`src/rtl/vtg_pkg.sv`:
```
package vtg_pkg;
  localparam int CW = 16;
  typedef logic [CW-1:0] cnt_t;

  typedef struct packed {
    cnt_t act;
    cnt_t fp;
    cnt_t sw;
    cnt_t bp;
  } axis_t;

  typedef struct packed {
    axis_t h;
    axis_t v;
    logic  h_low;
    logic  v_low;
    logic  known;
  } preset_t;

  typedef struct packed {
    cnt_t total;
    cnt_t start;
    cnt_t stop;
  } span_t;

  localparam int VIC_SD   = 1;
  localparam int VIC_HD   = 4;
  localparam int VIC_FHD  = 16;

  function automatic axis_t mk_axis(int act, int fp, int sw, int bp, int shift);
    axis_t a;
    a.act = cnt_t'(act >> shift);
    a.fp  = cnt_t'(fp);
    a.sw  = cnt_t'(sw);
    a.bp  = cnt_t'(bp);
    return a;
  endfunction
endpackage

```
`src/rtl/vtg_preset.sv`:
```
module vtg_preset
  import vtg_pkg::*;
#(
  parameter int CODE_W    = 7,
  parameter int ACT_SHIFT = 0
) (
  input  logic [CODE_W-1:0] code,
  output preset_t           pre
);
  always_comb begin
    pre = '0;
    case (code)
      CODE_W'(VIC_SD): begin
        pre.h     = mk_axis(640, 16, 96, 48, ACT_SHIFT);
        pre.v     = mk_axis(480, 10, 2, 33, ACT_SHIFT);
        pre.h_low = 1'b1;
        pre.v_low = 1'b1;
        pre.known = 1'b1;
      end
      CODE_W'(VIC_HD): begin
        pre.h     = mk_axis(1280, 110, 40, 220, ACT_SHIFT);
        pre.v     = mk_axis(720, 5, 5, 20, ACT_SHIFT);
        pre.known = 1'b1;
      end
      CODE_W'(VIC_FHD): begin
        pre.h     = mk_axis(1920, 88, 44, 148, ACT_SHIFT);
        pre.v     = mk_axis(1080, 4, 5, 36, ACT_SHIFT);
        pre.known = 1'b1;
      end
      default: pre = '0;
    endcase
  end
endmodule

```
`src/rtl/vtg_axis_calc.sv`:
```
module vtg_axis_calc
  import vtg_pkg::*;
#(
  parameter bit IS_VERT = 1'b0,
  parameter int RB      = 13
) (
  input  axis_t ax,
  output span_t sp,
  output logic  fits
);
  localparam cnt_t LIMIT = cnt_t'(2 ** RB);

  cnt_t tot, beg, fin;

  always_comb begin
    tot = ax.act + ax.fp + ax.bp + ax.sw - cnt_t'(1);
    if (IS_VERT) begin
      beg = ax.bp + ax.sw - cnt_t'(1);
      fin = tot - ax.fp;
    end else begin
      beg = ax.bp + ax.sw;
      fin = tot + cnt_t'(1) - ax.fp;
    end
    sp.total = tot;
    sp.start = beg;
    sp.stop  = fin;
    fits     = (tot < LIMIT) && (beg < LIMIT) && (fin < LIMIT);
  end
endmodule

```
`src/rtl/vtg_raster.sv`:
```
module vtg_raster
  import vtg_pkg::*;
#(
  parameter int RB = 13
) (
  input  logic          clk,
  input  logic          rst_n,
  input  logic          run,
  input  logic          load,
  input  cnt_t          h_total,
  input  cnt_t          v_total,
  output logic [RB-1:0] h_cnt,
  output logic [RB-1:0] v_cnt,
  output logic          eof
);
  logic h_last, v_last;

  assign h_last = (cnt_t'(h_cnt) == h_total);
  assign v_last = (cnt_t'(v_cnt) == v_total);
  assign eof    = run && h_last && v_last;

  always_ff @(posedge clk) begin
    if (!rst_n || load) begin
      h_cnt <= '0;
      v_cnt <= '0;
    end else if (run) begin
      if (h_last) begin
        h_cnt <= '0;
        v_cnt <= v_last ? '0 : v_cnt + 1'b1;
      end else begin
        h_cnt <= h_cnt + 1'b1;
      end
    end
  end
endmodule

```
`src/rtl/vtg_top.sv`:
```
module vtg_top
  import vtg_pkg::*;
#(
  parameter int RANGE_BITS = 13,
  parameter int ACT_SHIFT  = 0,
  parameter int CODE_W     = 7
) (
  input  logic                  clk,
  input  logic                  rst_n,
  input  logic [CODE_W-1:0]     vic_i,
  output logic                  hsync_o,
  output logic                  vsync_o,
  output logic                  de_o,
  output logic [RANGE_BITS-1:0] pix_x_o,
  output logic [RANGE_BITS-1:0] line_y_o,
  output logic [31:0]           frame_ctl_o,
  output logic                  err_o
);
  localparam int NAX = 2;

  preset_t pre;
  axis_t   ax  [NAX];
  span_t   sp  [NAX];
  logic [NAX-1:0] fit;

  span_t   cfg_span [NAX];
  cnt_t    cfg_sw   [NAX];
  logic [NAX-1:0] cfg_low;
  logic    valid, err_q, eof, load, new_ok;

  logic [RANGE_BITS-1:0] pos [NAX];
  logic [NAX-1:0] in_win, sync_on;

  vtg_preset #(.CODE_W(CODE_W), .ACT_SHIFT(ACT_SHIFT)) u_preset (
    .code (vic_i),
    .pre  (pre)
  );

  assign ax[0] = pre.h;
  assign ax[1] = pre.v;

  for (genvar g = 0; g < NAX; g++) begin : g_axis
    vtg_axis_calc #(.IS_VERT(g == 1), .RB(RANGE_BITS)) u_calc (
      .ax   (ax[g]),
      .sp   (sp[g]),
      .fits (fit[g])
    );
  end

  assign new_ok = pre.known && (&fit);
  assign load   = !valid || eof;

  always_ff @(posedge clk) begin
    if (!rst_n) begin
      valid    <= 1'b0;
      err_q    <= 1'b0;
      cfg_span <= '{default: '0};
      cfg_sw   <= '{default: '0};
      cfg_low  <= '0;
    end else if (load) begin
      valid <= new_ok;
      err_q <= !new_ok;
      if (new_ok) begin
        cfg_span <= sp;
        cfg_sw[0] <= pre.h.sw;
        cfg_sw[1] <= pre.v.sw;
        cfg_low   <= {pre.v_low, pre.h_low};
      end else begin
        cfg_span <= '{default: '0};
        cfg_sw   <= '{default: '0};
        cfg_low  <= '0;
      end
    end
  end

  vtg_raster #(.RB(RANGE_BITS)) u_raster (
    .clk     (clk),
    .rst_n   (rst_n),
    .run     (valid),
    .load    (load),
    .h_total (cfg_span[0].total),
    .v_total (cfg_span[1].total),
    .h_cnt   (pos[0]),
    .v_cnt   (pos[1]),
    .eof     (eof)
  );

  for (genvar g = 0; g < NAX; g++) begin : g_win
    assign in_win[g]  = (cnt_t'(pos[g]) >= cfg_span[g].start) &&
                        (cnt_t'(pos[g]) <  cfg_span[g].stop);
    assign sync_on[g] = (cnt_t'(pos[g]) < cfg_sw[g]);
  end

  assign de_o        = valid && (&in_win);
  assign hsync_o     = valid && (sync_on[0] ^ cfg_low[0]);
  assign vsync_o     = valid && (sync_on[1] ^ cfg_low[1]);
  assign pix_x_o     = pos[0];
  assign line_y_o    = pos[1];
  assign frame_ctl_o = {2'b00, cfg_low[0], cfg_low[1], 28'd0};
  assign err_o       = err_q;
endmodule

```
`config.mk`:
```
export PLATFORM = sky130hd
export DESIGN_NAME = vtg_top
export DESIGN_NICKNAME = d
export VERILOG_FILES = /design/src/rtl/vtg_pkg.sv /design/src/rtl/vtg_preset.sv /design/src/rtl/vtg_axis_calc.sv /design/src/rtl/vtg_raster.sv /design/src/rtl/vtg_top.sv
export SDC_FILE = /design/constraint.sdc
export NUM_CORES = 1
export LEC_CHECK = 0
export BUFFER_PORTS_ARGS = -buffer_cell sky130_fd_sc_hd__buf_2
export CORE_AREA = 2 2 156 158
export DETAILED_ROUTE_END_ITERATION = 8
export DIE_AREA = 0 0 158 160
export REMOVE_ABC_BUFFERS = 1
export SYNTH_ARGS = -nofsm -noshare
export SYNTH_HDL_FRONTEND = slang
export SYNTH_SLANG_ARGS = --single-unit
export TNS_END_PERCENT = 20
```
`constraint.sdc`:
```
create_clock -name clk -period 7.7 [get_ports clk]
set_clock_uncertainty 0.1 [all_clocks]
set_input_delay 0 -clock clk [delete_from_list [all_inputs] [get_ports clk]]
set_output_delay 0 -clock clk [all_outputs]
set_load 0.02 [all_outputs]
```
==> impl_metrics.yaml, run 1 <==
run_status:
  status: "finished, final reports clean"
clock_tree:
  post_cts_buffers: 0
  clk_transition_reported_paths_ns: 0.07
  insertion_delay_ns: 0.35
  cts_buffer_depth: 2
  htree_levels: 3
  cts_buffers: 9
  numClockSinks: 108
  tritoncts: "built"
  cts_root_buf: "clkbuf_16"
finish:
  drive_above_1_share_pct: 12.7
  final_cell_mix: "110 x ha_1, 108 x dfxtp_1, 77 x inv_1, 68 x nor2_1, 53 x nand2_1"
  n_fill_cell: 2503
  regArea_sq_um: 2160
  multi_input_area_sq_um: 5360
  syn2layout_area_growth_pct: 8.85
  insertedDiodeCount: 0
  mostFrequentLayoutCell: "ha_1"
  nets: 1084
yosys:
  synthFlopType: "dfxtp_1"
  ys_ff_latch: 108
  netlist_area_sq_um: 8120
  ys_seq_area_share_pct: 26.6
  synth_edf_count: 0
  synth_area_per_cell_sq_um: 8.80
  syn_inst: 922
  yosys_warnings: 0
  async_reset_ff_share_pct: 0
  synth.distinct_cells: 78
drt:
  dr.pass1.iters: 5
  drc: 0
  final_antenna_net_count: 0
  post_drt_wl_per_cell_um: 16.3
  wl_met3_um: 916
  vias_per_cell: 5.03
  routed-wl-met2_um: 9340
  m1WireLength_um: 10500
  vias: 6466
  drt-total-wl_um: 21000
  drtIter0Drc: 404
  top_layer_used: "met4"
die:
  die-height_um: 160
  die_x_um: 158
  dieArea_sq_um: 25300
  fp-row-count: 57
  initial_core_util_pct: 34.1
  ios: 71
  core_sq_um: 23800
place:
  dp_hpwl_um: 16300
  post-place-ws_ns: 0.120
  portBuffers: 40
  gp_routability_congestion: 0.923
grt:
  globalRouteOverflowTotal: 0
  grt_pass1_wl_um: 33300
  track_usage_pct: 16.7
  grt_antenna_before_repair: 0
  grt_max_degree: 51
  grt_pass1_vias: 6057
timing:
  finalWorstSetupSlack_ns: 0.467
  drv_slew: 0
  final.min_clock_period_ns: 7.23
  rsz0062_at_grt: "false"
  hold_violations: 0
  fin_tns_setup_ns: 0
  setup_violations: 0
  worst_slew_pin_slew_ns: 1.25
  period_share_pct: 93.9
  slew_headroom_pct: 15.9
  fmax_mhz: 138
critical_path:
  worst_ep_required_time_ns: 7.87
  path_class: "input pin to flop"
  r2r_cells: 10
  arrival_ns: 7.40
  cp_max_fo: 50
  startpoint_type: "input pin"
  end_kind: "flop"
power:
  p_leak_uw: 0.00372
  vdd_drop_max_v: 0.0000927
  powerDensity_nw_per_um2: 129
min_path:
  whs_path_depth: 4
  min_path_type: "input pin to flop"
job:
  maxCapViolations: 0
## registers in the layout, indices dropped and copies added, names as in the netlist
register and count:
cfg_span 77, cfg_sw 4, err_o 1, u_raster.v_cnt 13
u_raster.h_cnt 13
## cell families after synthesis
family                     count (synthesis)  synth area share (%)
adders and majority gates                118                  18.9
muxes                                      6                 0.755
buffers and inverters                    141                  8.83
and+or+nand+nor                          246                  15.8
AOI/OAI and AO/OA                        217                  19.8
xor gates and xnor gates                  85                  9.26
other                                      1                0.0462
DFF                                      108                  26.6
## Yosys cell counts (all sizes together) (10+ instances only)
cell    count  area [sq um]
a21o       14           105
a21oi      34           170
a22o       13           114
and2       14          87.6
buf        46           357
clkbuf     13          48.8
dfxtp     108          2160
ha        110          1380
inv        78           293
nand2      55           216
nand3      15          75.1
nand4      12          75.1
nor2       69           259
nor3       12          65.1
nor4       10          62.6
o21a       11          82.6
o21ai      53           273
o22ai      33           357
xnor2      47           419
xor2       38           333
## timing repair
item / 4_1_cts / 5_1_grt
hold buffers: 1 / 0
resized for setup: 0 / 1
endpoints found under the setup margin: 0 / 21
endpoints found under the hold margin: 2 / 0
## stage by stage
| step | hold slack [ns] | instances | power (uW) | cell area, sq um | utilization [%] |
|---|---|---|---|---|---|
| floorplan | 0.0469 | 892 | 655 | 7820 | - |
| global placement | 0.241 | 1269 | 683 | 8530 | 35.8 |
| finish | 0.213 | 1285 | 1140 | 8830 | 37.1 |
| detailed placement | 0.237 | 1269 | 683 | 8530 | 35.8 |
| global route | 0.246 | 1285 | 1180 | 8830 | 37.1 |
| CTS | 0.187 | 1285 | 1140 | 8830 | 37.1 |
## critical path, cell delays in order
cell,delay (ns)
buf_2,0.11
or4_4,0.64
or2_2,0.35
ha_1,0.24
nor4b_4,0.30
nand2_2,0.16
buf_4,0.24
ha_1,0.34
fa_1,0.53
inv_1,0.05
ha_1,0.35
or2_2,0.33
a311oi_2,0.32
and2_1,0.21
nor2_1,0.06
xnor2_1,0.30
inv_1,0.10
ha_1,0.39
and4_1,0.30
o211ai_1,0.11
a211oi_1,0.28
a211oi_1,0.10
mux2i_1,0.14
nor4_1,0.38
nand3_1,0.17
or2_2,0.31
buf_4,0.34
o21ai_1,0.21
## layout make-up
| cell class | count | share of cell area [%] |
|---|---|---|
| sequential | 108 | 24.5 |
| timing repair buffer | 54 | 3.48 |
| inverter | 82 | 3.53 |
| tap | 324 | 4.59 |
| clock inverter | 3 | 0.524 |
| multi-input combinational | 702 | 60.6 |
| clock buffer | 12 | 2.79 |
## path summary, 6_finish.rpt
check / from / endpoint / slack [ns]
setup reg to reg: u_raster.h_cnt[3]$_SDFFE_PP0P_ / cfg_span[66]$_SDFFE_PN0P_ / 3.88
setup / recovery: vic_i[1] / cfg_span[66]$_SDFFE_PN0P_ / 0.47
hold / removal: vic_i[2] / cfg_span[37]$_SDFFE_PN0P_ / 0.21
hold reg to reg: cfg_span[25]$_SDFFE_PN0P_ / cfg_span[25]$_SDFFE_PN0P_ / 0.34
## power breakdown
part / internal (uW) / total, uW / switching [uW] / leakage, uW
clock network: 261 / 463 / 202 / 0.000139
logic: 40.5 / 114 / 73.8 / 0.00271
registers: 558 / 559 / 0.406 / 0.000870
total: 860 / 1140 / 277 / 0.00372
## routing by layer
layer,vias to the layer above,global-route usage [%]
li1,3240,-
met2,151,26.0
met3,20,1.85
met4,0,4.34
met1,3055,24.5
met5,-,0
(Power assumes the default switching activity.)
==> run 2: changes to the inputs <==
--- a/config.mk
+++ b/config.mk
@@ -5,11 +5,13 @@
 export SDC_FILE = /design/constraint.sdc
 export NUM_CORES = 1
 export LEC_CHECK = 0
+export ABC_AREA = 1
 export BUFFER_PORTS_ARGS = -buffer_cell sky130_fd_sc_hd__buf_2
-export CORE_AREA = 2 2 156 158
+export CORE_AREA = 2 2 158 160
 export DETAILED_ROUTE_END_ITERATION = 8
-export DIE_AREA = 0 0 158 160
+export DIE_AREA = 0 0 160 162
 export REMOVE_ABC_BUFFERS = 1
+export SETUP_SLACK_MARGIN = 0.5
 export SYNTH_ARGS = -nofsm -noshare
 export SYNTH_HDL_FRONTEND = slang
 export SYNTH_SLANG_ARGS = --single-unit
==> run 2 against run 1 <==
Area after synthesis rose by 3.1%. Combinational power is 11% lower. Global-route usage up 0.14 points. Die area grew 2.5%. Register-to-register slack better by 0.11 ns. Cell count rose by 15%. Count of clock-buffer cells in the layout down 2. Setup slack better by 0.55 ns. Non-clock buffer count down 6. Sequential share of layout area decreased by 0.55 points. Wire length increased by 2.9%. Highest routed layer is now met5.
==> impl_metrics.yaml, run 2 <==
yosys:
  syn_inst: 1116
  synth_area_leaders: "dfxtp_1 26%, ha_1 16%, nand2_1 8.7%"
  yosys_warnings: 0
  async_reset_ff_share_pct: 0
  synth_fa_ha_area_share_pct: 18.4
  synthSimpleGateAreaFrac_pct: 24.6
  synth_xor_area_share_pct: 4.47
  yosysMostFrequentCell: "nand2_1"
  synth_edf_count: 0
  synth_area_per_cell_sq_um: 7.50
  ys_ff_latch: 108
  synth_top_family_by_area: "simple AND/OR/NAND/NOR gates"
  ys_seq_area_share_pct: 25.8
  synthMuxAreaShare_pct: 0
  synthFlopType: "dfxtp_1"
  yosysTopAreaCell: "dfxtp_1"
  synth_top_area_share_pct: 25.8
  synth_compound_area_share_pct: 13.9
  netlist_area_sq_um: 8370
  synth_common_cells: "193 x nand2_1, 175 x inv_1, 110 x ha_1, 108 x dfxtp_1, 95 x nor2_1"
  synth.distinct_cells: 55
clock_tree:
  cts_root_buf: "clkbuf_16"
  cts_buffers: 9
  cts_buffer_depth: 2
  numClockSinks: 108
  clk_transition_reported_paths_ns: 0.08
  cts_resized: 0
  htree_levels: 3
  insertion_delay_ns: 0.36
  tritoncts: "built"
timing:
  rsz0062_at_grt: "true"
  holdWs_ns: 0.0463
  setup_violations: 0
  hold_violations: 0
  period_share_pct: 86.8
  fin_tns_setup_ns: 0
  final.min_clock_period_ns: 6.68
  fmax_mhz: 150
  worst_slew_pin_slew_ns: 0.913
  slew_headroom_pct: 39.0
  drv_slew: 0
finish:
  top_regs: "cfg_span: 77 flops, u_raster.h_cnt: 13 flops, u_raster.v_cnt: 13 flops"
  syn2layout_area_growth_pct: 8.02
  drive_above_1_share_pct: 12.5
  mostFrequentLayoutCell: "nand2_1"
  nets: 1278
  top_register: "cfg_span"
  insertedDiodeCount: 0
  final_cell_mix: "193 x nand2_1, 174 x inv_1, 110 x ha_1, 108 x dfxtp_1, 95 x nor2_1"
  largest_reg_flops: 77
die:
  initial_core_util_pct: 34.7
  core_sq_um: 24100
  dieArea_sq_um: 25900
  ios: 71
  die-height_um: 162
  fp-row-count: 57
  die_x_um: 160
run_status:
  status: "finished, final reports clean"
critical_path:
  critPathCapture: "cfg_span[40]$_SDFFE_PN0P_"
  path_class: "input pin to flop"
  arrival_ns: 6.84
  rrSetupSlack_ns: 3.99
  path_buf_inv: 7
  crit_family: "simple AND/OR/NAND/NOR gates"
  reg2reg_to: "cfg_span[40]$_SDFFE_PN0P_"
  r2r_cells: 16
  r2r-start: "u_raster.h_cnt[5]$_SDFFE_PP0P_"
  cp.depth: 31
  cp_max_fo: 48
  worst_ep_required_time_ns: 7.85
  cp-startpoint: "vic_i[5]"
  startpoint_type: "input pin"
  slowest_delay_ns: 0.69
  cp_slowest_cell: "nand4_4"
  end_kind: "flop"
drt:
  vias_per_cell: 4.81
  vias: 7122
  dr.pass1.iters: 5
  final_antenna_net_count: 0
  drtIter0Drc: 446
  drt-total-wl_um: 21600
  post_drt_wl_per_cell_um: 14.6
  drc: 0
job:
  maxCapViolations: 0
power:
  p_leak_uw: 0.00416
  powerDensity_nw_per_um2: 126
  total_power_uw: 1140
  vdd_drop_max_v: 0.000105
grt:
  grt_pass1_wl_um: 34900
  globalRouteOverflowTotal: 0
  grt_max_degree: 51
  grt_antenna_before_repair: 1
  grt_pass1_vias: 6664
  track_usage_pct: 16.9
place:
  portBuffers: 40
  gp_routability_congestion: 0.903
  dp_hpwl_um: 16900
min_path:
  min_path_type: "input pin to flop"
==> run 2: final cells by class <==
class / instances / area [sq um]
clock buffer: 10 / 229
sequential: 108 / 2160
clock inverter: 6 / 63.8
multi-input combinational: 805 / 5240
inverter: 179 / 672
tap: 324 / 405
timing repair buffer: 48 / 263
fill: 2587 / 15100
==> run 2: timing repair <==
action	CTS	global route
endpoints found under the setup margin	0	39
buffers inserted	0	0
hold buffers	1	0
endpoints found under the hold margin	5	0
==> run 2: through the flow <==
stage,area [sq um],setup WS (ns),cells,utilization [%]
final,9040,1.02,1480,37.5
after global routing,9040,0.352,1480,37.5
after CTS,9040,0.987,1480,37.5
after detailed placement,8730,0.621,1463,36.2
after global placement,8730,0.870,1463,36.2
after floorplan,8080,1.29,1092,-
==> run 2: logic make-up after synthesis <==
kind of cell               count (synthesis)
adders and majority gates                118
other                                      1
xor gates and xnor gates                  41
DFF                                      108
AOI/OAI and AO/OA                        176
and+or+nand+nor                          440
buffers and inverters                    232
==> run 2: routing by layer <==
| metal | global-route usage, % | routed length (um) |
|---|---|---|
| met5 | 0 | 13 |
| met4 | 6.59 | 579 |
| met3 | 2.02 | 912 |
| met2 | 26.7 | 9390 |
| met1 | 23.5 | 10700 |
==> run 2: tightest hold or removal path: cells and delay by family <==
kind	cells	cell delay, ns
simple gates	5	0.36
buf+inv	1	0.10
==> run 2: power breakdown <==
part / switching, uW / internal, uW / leakage [uW]
clock: 224 / 253 / 0.000139
sequential: 0.474 / 558 / 0.000870
combinational: 70.0 / 32.3 / 0.00315
==> run 2: how the worst min path moves through the flow <==
stage	start	endpoint	slack, ns	cells after the start
CTS	vic_i[1]	cfg_span[86]$_SDFFE_PN0P_	0.05	6
detailed placement	rst_n	cfg_span[21]$_SDFFE_PN0P_	0.26	3
global placement	rst_n	cfg_span[21]$_SDFFE_PN0P_	0.27	3
global route	vic_i[1]	cfg_span[86]$_SDFFE_PN0P_	0.08	6
finish	vic_i[1]	cfg_span[86]$_SDFFE_PN0P_	0.05	6
floorplan	rst_n	cfg_span[86]$_SDFFE_PN0P_	0.04	2
==> run 3: changes to the inputs <==
--- a/config.mk
+++ b/config.mk
@@ -6,10 +6,11 @@
 export NUM_CORES = 1
 export LEC_CHECK = 0
 export ABC_AREA = 1
-export BUFFER_PORTS_ARGS = -buffer_cell sky130_fd_sc_hd__buf_2
 export CORE_AREA = 2 2 158 160
+export CTS_CLUSTER_DIAMETER = 80
 export DETAILED_ROUTE_END_ITERATION = 8
 export DIE_AREA = 0 0 160 162
+export DONT_BUFFER_PORTS = 1
 export REMOVE_ABC_BUFFERS = 1
 export SETUP_SLACK_MARGIN = 0.5
 export SYNTH_ARGS = -nofsm -noshare
==> run 3 against run 2 <==
The flow now finishes with violations (hold timing). Sequential cell count unchanged. Die area unchanged. Count of clock-buffer cells in the layout increased by 2. Global-route usage about the same. Cell area decreased by 0.15%.
==> impl_metrics.yaml, run 3 (same netlist as run 2, synthesis figures left out) <==
run_status:
  status: "complete, but fails checks"
  violations: "hold timing"
min_path:
  whs_path_depth: 2
  min_path_type: "input pin to flop"
drt:
  drt-total-wl_um: 22100
  dr.pass1.iters: 5
  final_antenna_net_count: 0
  vias: 6978
  post_drt_wl_per_cell_um: 15.2
  vias_per_cell: 4.81
  drc: 0
  drtIter0Drc: 465
timing:
  drv_slew: 0
  slew_headroom_pct: 37.6
  worst_slew_pin_slew_ns: 0.936
  hold_violations: 19
  final.min_clock_period_ns: 6.94
  fmax_mhz: 144
  period_share_pct: 90.1
  setup_violations: 0
  rsz0062_at_grt: "true"
  fin_tns_setup_ns: 0
  holdWs_ns: -0.0175
die:
  die_x_um: 160
  initial_core_util_pct: 34.7
  fp-row-count: 57
  core_sq_um: 24100
  dieArea_sq_um: 25900
  ios: 71
  die-height_um: 162
finish:
  final_cell_mix: "193 x nand2_1, 173 x inv_1, 110 x ha_1, 108 x dfxtp_1, 95 x nor2_1"
  drive_above_1_share_pct: 9.93
  syn2layout_area_growth_pct: 7.85
  layout.cells.non_filler: 1452
  insertedDiodeCount: 0
  mostFrequentLayoutCell: "nand2_1"
  nets: 1250
  top_register: "cfg_span"
  final_core_util_pct: 37.4
  top_regs: "cfg_span: 77 flops, u_raster.h_cnt: 13 flops, u_raster.v_cnt: 13 flops"
  largest_reg_flops: 77
place:
  dp_hpwl_um: 16800
  portBuffers: 0
  gp_routability_congestion: 0.881
  dp_cells: 1422
grt:
  globalRouteOverflowTotal: 0
  grt_pass1_vias: 6464
  track_usage_pct: 16.8
  grt_antenna_before_repair: 0
  grt_pass1_wl_um: 34700
  grt_max_degree: 68
critical_path:
  startpoint_type: "input pin"
  cp_max_fo: 24
  arrival_ns: 7.11
  path_class: "input pin to flop"
  worst_ep_required_time_ns: 7.87
  slowest_delay_ns: 0.56
  r2r_cells: 16
  end_kind: "flop"
  cp_slowest_cell: "dlygate4sd3_1"
clock_tree:
  insertion_delay_ns: 0.36
  clk_transition_reported_paths_ns: 0.07
  tritoncts: "built"
  htree_levels: 3
  cts_buffers: 9
  numClockSinks: 108
  cts_buffer_depth: 2
  cts_root_buf: "clkbuf_16"
power:
  p_leak_uw: 0.00403
  total_power_uw: 1200
  powerDensity_nw_per_um2: 133
  vdd_drop_max_v: 0.000113
job:
  maxCapViolations: 0
run 3: changes by cell type in the layout (fill, tap and decap cells not counted), moves of 2 or more:
cell           change
buf_2             -40
dlygate4sd3_1      +6
buf_4              +4
clkbuf_8           +3
clkinv_2           -2
run 3: report_power, final:
group	total (uW)	switching, uW	leakage, uW	internal, uW
Combinational	101	68.6	0.00299	32.0
Clock	538	223	0.000170	315
Sequential	559	0.830	0.000870	558
Total	1200	293	0.00403	905
run 3: stage by stage:
step,instance area [sq um],hold WS (ns),setup slack [ns]
floorplan,8080,0.0382,1.29
global placement,8530,0.0493,0.945
detailed placement,8530,0.0572,0.683
CTS,8940,0.0444,0.516
global route,9020,0.0121,0.339
finish,9020,-0.0175,0.759
run 3: area by class of cell:
| type | instances | area, sq um |
|---|---|---|
| clock inverter | 4 | 77.6 |
| sequential | 108 | 2160 |
| fill | 2572 | 15100 |
| tap | 324 | 405 |
| timing repair buffer | 19 | 173 |
| inverter | 179 | 676 |
| multi-input combinational | 806 | 5260 |
| clock buffer | 12 | 267 |
run 3: per-layer routing:
| metal | share of wire [%] | wire length, um | global-route usage, % |
|---|---|---|---|
| met1 | 51 | 11200 | 24.0 |
| met2 | 44 | 9650 | 26.7 |
| met3 | 3.9 | 869 | 2.09 |
| met4 | 1.6 | 355 | 4.83 |
| met5 | 0 | 0 | 0 |
run 3: worst max-delay path: cells and delay by family:
| kind | cells | cell delay, ns |
|---|---|---|
| buffers and inverters | 6 | 1.25 |
| AND/OR/NAND/NOR | 15 | 3.14 |
| AO/OA/AOI/OAI | 4 | 0.81 |
| adder cells (fa/ha/maj) | 5 | 1.89 |
run 3: final timing paths:
kind	from	slack (ns)	to
worst max register to register	u_raster.v_cnt[5]$_SDFFE_PP0P_	3.96	cfg_span[4]$_SDFFE_PN0P_
worst min-delay path	rst_n	-0.02	cfg_span[5]$_SDFFE_PN0P_
worst min register to register	cfg_span[45]$_SDFFE_PN0P_	0.34	cfg_span[45]$_SDFFE_PN0P_
worst max-delay path	vic_i[6]	0.76	cfg_span[4]$_SDFFE_PN0P_
run 3: timing repair:
item	in CTS	in global routing
resized for setup	0	2
hold buffers	7	0
buffers inserted	0	6
setup endpoints to repair	0	63
endpoints found under the hold margin	13	0
